$ cat config.mk
export PLATFORM = sky130hd
export DESIGN_NAME = mod11_stepper
export DESIGN_NICKNAME = d
export VERILOG_FILES = /design/src/rtl/mod11_stepper.sv
export SDC_FILE = /design/constraint.sdc
export NUM_CORES = 1
export LEC_CHECK = 0
export BUFFER_PORTS_ARGS = -buffer_cell sky130_fd_sc_hd__buf_4
export CAP_MARGIN = 0
export CELL_PAD_IN_SITES_DETAIL_PLACEMENT = 1
export CELL_PAD_IN_SITES_GLOBAL_PLACEMENT = 1
export CORE_ASPECT_RATIO = 0.8
export CORE_UTILIZATION = 36
export CTS_CLUSTER_DIAMETER = 60
export DETAILED_ROUTE_END_ITERATION = 8
export PLACE_DENSITY_LB_ADDON = 0.25
export SETUP_SLACK_MARGIN = 0.2
export SYNTH_ARGS = -nofsm -noshare
export SYNTH_HDL_FRONTEND = slang
export SYNTH_SLANG_ARGS = --single-unit
$ cat constraint.sdc
create_clock -name clk -period 1.67 [get_ports clk]
set_clock_uncertainty 0.1 [all_clocks]
set_input_delay 0.167 -clock clk [delete_from_list [all_inputs] [get_ports clk]]
set_output_delay 0.167 -clock clk [all_outputs]
set_load 0.05 [all_outputs]
$ cat src/rtl/mod11_stepper.sv
module mod11_stepper (
  input  logic       clk,
  input  logic       rst,
  input  logic       step_a,
  input  logic       step_b,
  output logic [3:0] count
);

  localparam logic [3:0] TOP = 4'd10;

  logic [3:0] cnt_q;
  logic [3:0] inc1, inc2, dec1, nxt;
  logic       legal;

  assign legal = (cnt_q <= TOP);
  assign inc1  = (cnt_q == TOP) ? 4'd0 : cnt_q + 4'd1;
  assign inc2  = (cnt_q >= TOP - 4'd1) ? cnt_q - (TOP - 4'd1) : cnt_q + 4'd2;
  assign dec1  = (cnt_q == 4'd0) ? TOP : cnt_q - 4'd1;

  always_comb begin
    case ({step_a, step_b})
      2'b00:   nxt = cnt_q;
      2'b01:   nxt = inc1;
      2'b10:   nxt = inc2;
      default: nxt = dec1;
    endcase
  end

  always_ff @(posedge clk) begin
    if (rst || !legal) cnt_q <= 4'd0;
    else               cnt_q <= nxt;
  end

  assign count = cnt_q;

endmodule

# Word-level counts from Yosys, hierarchy flattened
# Cells that the tools add are included.
dict set report totals {
  reg_bits 4
  latch_bits 0
  ram_bits 0
  mem_bits_ro 0
  inputBits 4
  out_inout_bits 4
  elab_cells 18
  mem_count 0
}
dict set report op_classes {
  n_addsub 4
  mul 0
  div_mod_pow 0
  order_cmp 2
  eq_ne 3
  n_shift 0
  n_mux 4
  n_bitwise 0
  reduce_logical 4
}
# operator count
set ops {}
lappend ops {{4-bit 2-to-1 mux} 3}
lappend ops {{4-bit one-hot mux with 3 select lines} 1}
lappend ops {{4-bit by 1-bit adder with 4-bit output (second input constant)} 1}
lappend ops {{4-bit by 2-bit adder with 4-bit output (second input constant)} 1}
lappend ops {{4-bit equality test (second input constant)} 1}
lappend ops {{4-bit greater-or-equal comparator (second input constant)} 1}
lappend ops {{4-bit <= comparator (second input constant)} 1}
lappend ops {{4-bit zero test} 1}
lappend ops {{4-bit by 1-bit subtractor with 4-bit output (second input constant)} 1}
lappend ops {{4-bit subtractor (second input constant)} 1}
lappend ops {{2-bit by 1-bit equality test with 1-bit output (second input constant)} 1}
lappend ops {{2-bit equality test (second input constant)} 1}
lappend ops {{2-bit zero test} 1}
lappend ops {{1-bit zero test} 1}
lappend ops {{1-bit logical OR} 1}

# Depth between registers and ports, before layout
# Gate-level depths: netlist of run 1.
dict set report logic_depth {
  word_depth 3
  depth_mapped 7
  ltp_nobuf 6
}

# Worst setup path after synthesis of run 1
# OpenSTA, ideal clock, no wires.
dict set report synth_path {
  kind {register to register}
  startpoint {register cnt_q[1], in the netlist count[1]}
  endpoint {register cnt_q[0], in the netlist count[0]}
  setup_ns 0.114
  t_arrival_ns 1.880
  required_time_ns 1.456
  path_slack_ns -0.424
  path_stages_with_launch 7
  n_path_buf 0
  path_cell_list {dfxtp_1 inv_1 ha_1 nor3b_2 o21ai_1 and4_1 a21o_1}
}
dict set report synth_between {
  elab_chain_len 3
}
# item line
set synth_lines {}
lappend synth_lines {{start, declared} 11} ;# logic [3:0] cnt_q;
lappend synth_lines {{start signal, assigned} 31} ;# else cnt_q <= nxt;
lappend synth_lines {{4-bit greater-or-equal comparator, or another cell as far along} 17} ;# assign inc2 = (cnt_q >= TOP - 4'd1) ? cnt_q - (TOP - 4'd1) : cnt_q + 4'd2;
lappend synth_lines {{4-bit 2-to-1 mux, or another cell as far along} 17}
lappend synth_lines {{4-bit one-hot mux with 3 select lines / 1-bit logical OR (equally long branches)} {21, 30}}
# Parallel ways exist; a longest one is shown, timed or not.
# A chain may end at the register's enable or synchronous reset.

# Worst setup path in the final report of run 1
dict set report layout_path {
  startpoint {register cnt_q[0], in the netlist count[0]}
  endpoint {register cnt_q[1], in the netlist count[1]}
}
dict set report layout_between {
  elab_chain_len 3
}
# item line
set layout_lines {}
lappend layout_lines {{4-bit by 1-bit subtractor with 4-bit output, or another cell as far along} 18} ;# assign dec1 = (cnt_q == 4'd0) ? TOP : cnt_q - 4'd1;
lappend layout_lines {{4-bit 2-to-1 mux, or another cell as far along} 18}
lappend layout_lines {{4-bit one-hot mux with 3 select lines / 1-bit logical OR (equally long branches)} {21, 30}}
# Parallel ways exist; a longest one is shown, timed or not.

==> run_results.csv, run 1 <==
group,metric,value,unit
layout,largest_register_ffs,4,
critical_path,r2r_slack,0.04,ns
outcome,status,"finished clean",
placed_design,placed_cell_area,723,um^2
yosys,synth-edff-count,0,
die,ios,8,
placed_design,dp.cells,101,
layout,layout-drive-gt1-share,39.8,%
min_path,hold_path.class,"in2reg",
timing,report.final.slew_viol_count,0,
placed_design,place_congestion,0.808,
critical_path,required,1.71,ns
layout,diodes,0,
clock_tree,clkTransAtPathRegs,0.07,ns
timing,holdWs,0.302,ns
route,wl,2120,um
placed_design,place_hpwl,1460,um
critical_path,arrival,1.68,ns
clock_tree,htree_levels,1,
route,antenna_left,0,
layout,final_core_util,56.7,%
critical_path,r2r_cells,6,
yosys,ys_types,34,
grt,grt_pass1_vias,640,
clock_tree,clock_path_buffers,2,
critical_path,worstPathMaxFanout,7,
route,initialDrtViolationCount,29,
clock_tree,cts_hold_buf,0,
layout,final_nets,103,
route,drt-wirelength-per-cell,19.4,um
critical_path,endpoint_kind,"flip-flop",
yosys,synth_cells,74,
yosys,synth_top_area_share,21.3,%
clock_tree,clkLatencyLatePin,0.28,ns
die,std_cell_rows,12,
yosys,yosysTopAreaCell,"ha_1",
yosys,synth_nets,88,
min_path,hold_depth,5,
yosys,ys_ff_latch,4,
critical_path,path_class,"reg2reg",
route,dr.pass1.iters,4,
placed_design,io_buffers,7,
yosys,synth_area,587,um^2
grt,grt_max_degree,16,
yosys,synth_area_leaders,"ha_1, dfxtp_1, inv_1",
grt,grt_antenna_before_repair,0,
grt,grt_pass1_wl,3380,um
power_and_ir_drop,ir_worst_vdd,728,uV
yosys,yosysWarnings,0,
timing,fin_tns_setup,0,ns
die,dieHeight,38.1,um
yosys,async_reset_ff_share,0,%
min_path,min_to,"count[3]$_SDFFE_PP0P_",
clock_tree,cts_buffers,3,
yosys,syn_area_per_cell,7.93,um^2
timing,slew_headroom,71.2,%
timing,grt_setup_unrepaired,"yes",
min_path,hp-start,"rst",
power_and_ir_drop,powerDensity,994,nW/um^2
layout,area_delta_synth_final,40.7,%
critical_path,crit_start,"count[0]$_SDFFE_PP0P_",
timing,hold_violations,0,
route,via_count,639,
route,drc,0,
power_and_ir_drop,leakage,0.337,nW
die,die_w,47.1,um
clock_tree,cts_tree,"built",
layout,finalNonFillerCells,109,
die,core_area,1460,um^2
die,start_util,40.3,%
job,drv_cap,0,
layout,final_area,826,um^2
timing,fmax,612,MHz
timing,fin_crit,1.63,ns
layout,filler_cell_count,183,
yosys,seq_area_frac_synth,13.6,%
grt,overflow,0,
critical_path,cp-start-kind,"flip-flop",
critical_path,worstReg2RegEnd,"count[1]$_SDFFE_PP0P_",
critical_path,r2r_start,"count[0]$_SDFFE_PP0P_",
timing,period_share,97.8,%
grt,grt_util_all_layers,28.9,%
timing,tightest_slew,0.428,ns
timing,setup-violations-final,0,
route,vias_per_cell,5.86,
die,die_area,1800,um^2
clock_tree,cts-root-buf,"clkbuf_4",
yosys,ys.flop_type,"dfxtp_1",
clock_tree,clock_sinks,4,
## report_power, final
| group | switching (mW) | leakage (nW) | internal (mW) |
|---|---|---|---|
| logic | 0.282 | 0.286 | 0.207 |
| clock network | 0.0753 | 0.0150 | 0.0917 |
| registers | 0.0486 | 0.0353 | 0.116 |
| total | 0.406 | 0.337 | 0.415 |
## worst max-delay path by stage
stage | to | cells after the start | slack, ns
3_3_place_gp | count[2]$_SDFFE_PP0P_ | 6 | 0.10
3_5_place_dp | count[2]$_SDFFE_PP0P_ | 6 | 0.05
2_1_floorplan | count[3]$_SDFFE_PP0P_ | 7 | 0.11
4_1_cts | count[3]$_SDFFE_PP0P_ | 6 | 0.12
6_report | count[1]$_SDFFE_PP0P_ | 6 | 0.04
5_1_grt | count[1]$_SDFFE_PP0P_ | 6 | 0.009
## cell type report
cell class	instances	area [um^2]	share of cell area (%)
inverters	9	46.3	5.61
well taps	21	26.3	3.18
clock buffers	4	26.3	3.18
multi-input cells	59	532	64.4
flip-flops and latches	4	92.6	11.2
repair buffers	12	103	12.4
## stage by stage
step | worst slack, ns | total power, mW
floorplan | 0.113 | 0.468
global placement | 0.102 | 0.559
detailed placement | 0.0535 | 0.572
CTS | 0.124 | 0.781
global route | 0.00889 | 0.861
finish | 0.0366 | 0.821
## critical path, cell delays in order (launching register included)
cell and delay, ns:
dfxtp_4 0.39, inv_6 0.08, ha_4 0.16, nor3b_4 0.33
o21ai_1 0.12, o311a_1 0.14, o21a_1 0.17
## synth_stat cells, types with 2 or more instances
master and instances:
o211ai_1 2, a21oi_1 5, o21ai_1 4, a311oi_1 2
dfxtp_1 4, nor2_1 4, inv_1 8, nand2_1 4
o221ai_1 2, o21a_1 2, ha_1 10, nor2b_1 2
a31oi_1 2, o21ai_0 3
## cells in the final DEF, fill, tap and decap left out, types with 2 or more instances in the layout
| master | n |
|---|---|
| nor2_1 | 3 |
| o21ai_0 | 3 |
| o21ai_1 | 3 |
| nand2_1 | 4 |
| buf_4 | 11 |
| o21a_1 | 2 |
| inv_6 | 2 |
| nor2b_1 | 2 |
| ha_4 | 4 |
| dfxtp_4 | 3 |
| o211ai_1 | 2 |
| clkbuf_4 | 3 |
| ha_1 | 6 |
| o221ai_1 | 2 |
| a31oi_1 | 2 |
| inv_1 | 6 |
| a21oi_1 | 5 |
## metal layers
metal,up-vias,track usage (%),part of all wire [%]
met5,-,0,0
met3,4,6.13,4.3
met1,308,40.8,51
li1,307,-,-
met2,20,43.4,43
met4,0,8.57,1.6
## kinds of logic (layout without fill, tap and decap cells)
group | after synthesis | after routing | share of synthesized area [%]
fa+ha+maj | 10 | 10 | 21.3
simple gates | 18 | 18 | 17.5
buf+inv | 11 | 25 | 8.96
compound gates | 31 | 31 | 38.6
flops | 4 | 4 | 13.6
## timing repair
item | 4_1_cts | 5_1_grt
resized for setup | 5 | 2
endpoints found under the setup margin | 4 | 4
pin swaps | 6 | 0
hold endpoints to repair | 0 | 0
setup buffers | 4 | 0
Power figures use the tool's default switching activity.
==> run 2, diff against run 1 <==
--- a/config.mk
+++ b/config.mk
@@ -9,11 +9,12 @@
 export CAP_MARGIN = 0
 export CELL_PAD_IN_SITES_DETAIL_PLACEMENT = 1
 export CELL_PAD_IN_SITES_GLOBAL_PLACEMENT = 1
-export CORE_ASPECT_RATIO = 0.8
-export CORE_UTILIZATION = 36
+export CORE_UTILIZATION = 38
+export CTS_BUF_LIST = sky130_fd_sc_hd__clkbuf_8
 export CTS_CLUSTER_DIAMETER = 60
 export DETAILED_ROUTE_END_ITERATION = 8
 export PLACE_DENSITY_LB_ADDON = 0.25
+export RECOVER_POWER = 100
 export SETUP_SLACK_MARGIN = 0.2
 export SYNTH_ARGS = -nofsm -noshare
 export SYNTH_HDL_FRONTEND = slang
==> run 2 against run 1 <==
  * Die area fell by 5.1%
  * Critical path depth stayed put
  * Final area grew 2.0%
  * Global-route usage up 0.91 points
  * Setup slack better by 0.022 ns
  * Fmax rose by 1.4%
  * Routed wire length grew 4.4%
  * Clock power up 31%
  * Register-to-register slack improved by 0.02 ns
  * Clock-buffer cell count shrank 1
  * Via count is 1.9% higher
  * Critical endpoint is now count[0]$_SDFFE_PP0P_
  * Largest cell class unchanged
==> run_results.csv, run 2 (synthesized netlist as in run 1, its figures left out) <==
group,metric,value,unit
layout,mostFrequentLayoutCell,"buf_4",
timing,fmax,621,MHz
timing,tightest_slew,0.307,ns
critical_path,r2r_start,"count[1]$_SDFFE_PP0P_",
timing,setup-violations-final,0,
timing,slew_headroom,79.5,%
grt,overflow,0,
critical_path,r2r_slack,0.06,ns
clock_tree,cts_hold_buf,0,
grt,grt_max_degree,16,
route,via_count,651,
layout,area_delta_synth_final,43.5,%
route,drt-wirelength-per-cell,20.8,um
layout,most-common-layout-cells,"buf_4, inv_1",
layout,layout-drive-gt1-share,40.7,%
clock_tree,cts_tree,"built",
critical_path,worst-path-buf-inv,1,
die,std_cell_rows,13,
critical_path,worstReg2RegEnd,"count[0]$_SDFFE_PP0P_",
layout,final_core_util,61.6,%
timing,report.final.slew_viol_count,0,
grt,grt_util_all_layers,29.8,%
clock_tree,htree_levels,1,
min_path,hold_path.class,"in2reg",
die,ios,8,
layout,final_nets,106,
critical_path,cpPeakStageDelay,0.41,ns
route,antenna_left,0,
power_and_ir_drop,ir_worst_vdd,803,uV
layout,largest_register_ffs,4,
outcome,status,"finished clean",
power_and_ir_drop,powerDensity,1040,nW/um^2
critical_path,arrival,1.63,ns
timing,grt_setup_unrepaired,"yes",
critical_path,crit_start,"count[1]$_SDFFE_PP0P_",
critical_path,worstPathMaxFanout,5,
grt,grt_pass1_wl,3020,um
die,start_util,42.9,%
clock_tree,clock_path_buffers,2,
power_and_ir_drop,leakage,0.354,nW
critical_path,cp_slowest_cell,"dfxtp_4",
placed_design,place_congestion,0.849,
clock_tree,cts-root-buf,"clkbuf_8",
route,initialDrtViolationCount,10,
layout,filler_cell_count,168,
clock_tree,clkLatencyLatePin,0.23,ns
timing,fin_crit,1.61,ns
critical_path,crit_path_cell_trace,"inv_6 > ha_4 > nor3b_4 > o21ai_1 > and4_1 > a21o_1",
route,vias_per_cell,6.14,
layout,diodes,0,
route,wl,2210,um
placed_design,place_hpwl,1400,um
die,die_w,41.3,um
critical_path,endpoint_kind,"flip-flop",
timing,hold_violations,0,
grt,grt_antenna_before_repair,0,
critical_path,cp-endpoint,"count[0]$_SDFFE_PP0P_",
clock_tree,clock_sinks,4,
route,dr.pass1.iters,4,
die,core_area,1370,um^2
critical_path,required,1.69,ns
job,drv_cap,0,
die,die_area,1710,um^2
placed_design,io_buffers,7,
critical_path,cp.depth,6,
timing,fin_tns_setup,0,ns
die,dieHeight,41.3,um
grt,grt_pass1_vias,626,
route,drc,0,
critical_path,crit_family,"simple AND/OR/NAND/NOR gates",
timing,period_share,96.5,%
critical_path,path_class,"reg2reg",
critical_path,cp-start-kind,"flip-flop",
clock_tree,clkTransAtPathRegs,0.04,ns
clock_tree,cts_buffers,3,
critical_path,r2r_cells,6,
## run 2: cell types whose count changed in the layout (fill, tap and decap cells not counted), moves of 2 or more
| cell | change |
|---|---|
| clkbuf_2 | +4 |
| clkbuf_8 | +3 |
| clkbuf_4 | -3 |
| o21ai_1 | +2 |
## run 2: cell type report
class | instances | area [um^2] | share of cell area, %
sequential | 4 | 92.6 | 11.0
inverter | 9 | 43.8 | 5.20
clock inverter | 1 | 3.75 | 0.446
timing repair buffer | 15 | 103 | 12.2
multi-input combinational | 59 | 539 | 64.0
tap | 15 | 18.8 | 2.23
clock buffer | 3 | 41.3 | 4.90
## run 2: stage by stage
| stage | hold WS (ns) | worst slack [ns] | power [mW] | cells | cell area (um^2) |
|---|---|---|---|---|---|
| floorplan | 0.349 | 0.113 | 0.468 | 74 | 656 |
| global placement | 0.478 | 0.0284 | 0.558 | 95 | 716 |
| detailed placement | 0.486 | 0.0278 | 0.567 | 95 | 716 |
| CTS | 0.262 | 0.138 | 0.847 | 103 | 827 |
| global route | 0.311 | 0.0144 | 0.920 | 106 | 842 |
| finish | 0.266 | 0.0589 | 0.872 | 106 | 842 |
## run 2: how the worst min path moves through the flow
stage               startpoint                     to  depth (start not counted)
CTS                        rst  count[3]$_SDFFE_PP0P_                          5
floorplan                  rst  count[3]$_SDFFE_PP0P_                          4
global route               rst  count[3]$_SDFFE_PP0P_                          5
detailed placement         rst  count[3]$_SDFFE_PP0P_                          5
finish                     rst  count[3]$_SDFFE_PP0P_                          5
global placement           rst  count[3]$_SDFFE_PP0P_                          5
## run 2: metal layers
layer	part of all wire (%)	track usage [%]	vias up	routed length, um
li1	-	-	310	-
met1	44	34.2	320	978
met2	50	48.8	15	1090
met3	3.3	5.85	6	73
met4	2.8	21.8	0	61
met5	0	0	-	0
## run 2: worst reg2reg max path, cell delays in order (launching register included)
cell,delay [ns]
dfxtp_4,0.41
inv_6,0.07
ha_4,0.18
nor3b_4,0.28
o21ai_1,0.14
and4_1,0.18
a21o_1,0.15
## run 2: timing repair
| action | in CTS | in global routing |
|---|---|---|
| buffers inserted | 4 | 3 |
| endpoints found under the setup margin | 4 | 4 |
| pin swaps | 3 | 6 |
| gates resized for setup | 7 | 1 |
## run 2: power by group
group / total [mW] / leakage, nW / internal [mW] / switching [mW]
registers: 0.168 / 0.0353 / 0.117 / 0.0512
clock network: 0.218 / 0.0269 / 0.158 / 0.0608
logic: 0.486 / 0.292 / 0.202 / 0.284
==> run 3, diff against run 2 <==
--- a/config.mk
+++ b/config.mk
@@ -9,7 +9,7 @@
 export CAP_MARGIN = 0
 export CELL_PAD_IN_SITES_DETAIL_PLACEMENT = 1
 export CELL_PAD_IN_SITES_GLOBAL_PLACEMENT = 1
-export CORE_UTILIZATION = 38
+export CORE_UTILIZATION = 40
 export CTS_BUF_LIST = sky130_fd_sc_hd__clkbuf_8
 export CTS_CLUSTER_DIAMETER = 60
 export DETAILED_ROUTE_END_ITERATION = 8
==> constraint.sdc (replaced) <==
create_clock -name clk -period 1.9 [get_ports clk]
set_clock_uncertainty 0.1 [all_clocks]
set_input_delay 0.19 -clock clk [delete_from_list [all_inputs] [get_ports clk]]
set_output_delay 0.19 -clock clk [all_outputs]
set_load 0.05 [all_outputs]
==> run 3 against run 2 <==
  * Sequential share of layout area is 0.31 points higher
  * Total power down 16%
  * Clock-buffer cell count stayed put
  * Sequential power shrank 16%
  * Register-to-register slack improved by 0.09 ns
  * Fmax fell by 7.9%
  * First-iteration DRC count decreased by 40%
  * Worst hold slack improved by 0.029 ns
  * Non-clock buffer count down 3
  * Routed wire length shrank 6.5%
  * Combinational power is 18% lower
  * Critical endpoint is now count[3]$_SDFFE_PP0P_
  * Largest cell class unchanged
  * Largest power group unchanged
==> run_results.csv, run 3 (synthesized netlist as in run 1, its figures left out) <==
group,metric,value,unit
clock_tree,clkTransAtPathRegs,0.04,ns
timing,tightest_slew,0.596,ns
clock_tree,cts_tree,"built",
timing,holdWs,0.295,ns
placed_design,io_buffers,7,
timing,fin_crit,1.75,ns
route,drt-wirelength-per-cell,20.0,um
layout,area_delta_synth_final,35.8,%
critical_path,worst-path-buf-inv,2,
clock_tree,clock_path_buffers,2,
route,vias_per_cell,5.98,
outcome,status,"finished clean",
placed_design,place_hpwl,1310,um
grt,overflow,0,
timing,fin_tns_setup,0,ns
layout,layout-drive-gt1-share,33.0,%
route,wl,2070,um
min_path,hold_path.class,"in2reg",
power_and_ir_drop,clockPowerShare,26.0,%
critical_path,worstPathMaxFanout,7,
clock_tree,cts-root-buf,"clkbuf_8",
grt,grt_pass1_wl,2850,um
die,std_cell_rows,13,
timing,hold_violations,0,
clock_tree,htree_levels,1,
timing,fmax,572,MHz
route,antenna_left,0,
die,start_util,44.0,%
clock_tree,clock_sinks,4,
die,dieHeight,40.3,um
critical_path,endpoint_kind,"flip-flop",
route,initialDrtViolationCount,6,
power_and_ir_drop,leakage,0.325,nW
critical_path,cp_slowest_cell,"dfxtp_4",
power_and_ir_drop,p_comb_share,54.6,%
layout,most-common-layout-cells,"buf_4, inv_1, ha_1",
power_and_ir_drop,ir_worst_vdd,516,uV
die,die_w,40.3,um
power_and_ir_drop,intPower,0.398,mW
clock_tree,clkLatencyLatePin,0.23,ns
timing,slew_headroom,60.5,%
die,ios,8,
power_and_ir_drop,seqPwrFrac,19.4,%
critical_path,path_class,"reg2reg",
die,die_area,1620,um^2
timing,report.final.slew_viol_count,0,
power_and_ir_drop,p_switching,0.331,mW
layout,mostFrequentLayoutCell,"buf_4",
grt,grt_max_degree,16,
timing,setup-violations-final,0,
timing,grt_setup_unrepaired,"yes",
critical_path,arrival,1.78,ns
timing,period_share,92.1,%
grt,grt_pass1_vias,568,
die,core_area,1330,um^2
grt,grt_antenna_before_repair,0,
power_and_ir_drop,powerDensity,914,nW/um^2
critical_path,cpPeakStageDelay,0.36,ns
power_and_ir_drop,switching_share,45.4,%
clock_tree,cts_buffers,3,
layout,final_nets,103,
grt,grt_util_all_layers,29.5,%
job,drv_cap,0,
critical_path,crit_family,"compound AO/OA/AOI/OAI gates",
critical_path,crit_path_cell_trace,"clkinvlp_4 > buf_6 > ha_4 > nand2b_1 > o31ai_4 > o221ai_2 > a41oi_1",
clock_tree,cts_hold_buf,0,
route,drc,0,
critical_path,required,1.93,ns
layout,largest_register_ffs,4,
layout,diodes,0,
critical_path,cp-start-kind,"flip-flop",
route,via_count,616,
placed_design,place_congestion,0.822,
route,dr.pass1.iters,2,
run 3: what timing repair did:
| action | 4_1_cts | 5_1_grt |
|---|---|---|
| setup buffers | 3 | 0 |
| hold endpoints to repair | 0 | 0 |
| pin swaps | 3 | 3 |
| setup endpoints to repair | 4 | 4 |
| gates resized for setup | 13 | 2 |
run 3: metrics by stage:
step,util (%),worst slack [ns],instances,area (um^2),power (mW)
final,59.8,0.151,103,797,0.729
after global placement,49.8,0.160,96,664,0.442
after detailed placement,49.8,0.0826,96,664,0.450
after CTS,59.9,0.225,103,800,0.720
after floorplan,-,0.186,74,597,0.367
after global routing,59.8,0.0844,103,797,0.770
run 3: cell type report:
cell class                 instances  area, um^2
clock buffer                       3        41.3
clock inverter                     1        3.75
fill                             166         537
inverter                           9        41.3
multi-input combinational         59         519
sequential                         4        90.1
tap                               15        18.8
timing repair buffer              12        82.6
run 3: layer usage:
layer	share of wire (%)	up-vias	global-route usage, %	wire, um
met5	0	-	0	0
met4	2.1	0	14.2	44
met3	2.1	4	11.7	44
met2	50	10	47.6	1040
met1	45	295	33.6	933
li1	-	307	-	-
run 3: power by group through the flow:
stage          Combinational [mW]  Clock (mW)  Sequential [mW]
5_1_grt                     0.426       0.201            0.144
6_report                    0.398       0.190            0.141
3_5_place_dp                0.316           0            0.134
2_1_floorplan               0.198           0            0.169
4_1_cts                     0.386       0.197            0.138
3_3_place_gp                0.309           0            0.133
run 3: tightest hold or removal path, stage by stage:
cell and delay [ns]:
buf_4 0.08, a21oi_1 0.04, o21a_1 0.13, o221ai_1 0.08, a41oi_1 0.05
run 3: worst paths after layout:
check                         from                    end  slack [ns]  depth (start not counted)
max reg2reg  count[1]$_SDFFE_PP0P_  count[3]$_SDFFE_PP0P_        0.15                          7
min                            rst  count[3]$_SDFFE_PP0P_        0.29                          5
max          count[1]$_SDFFE_PP0P_  count[3]$_SDFFE_PP0P_        0.15                          7
min reg2reg  count[2]$_SDFFE_PP0P_  count[1]$_SDFFE_PP0P_        0.60                          4
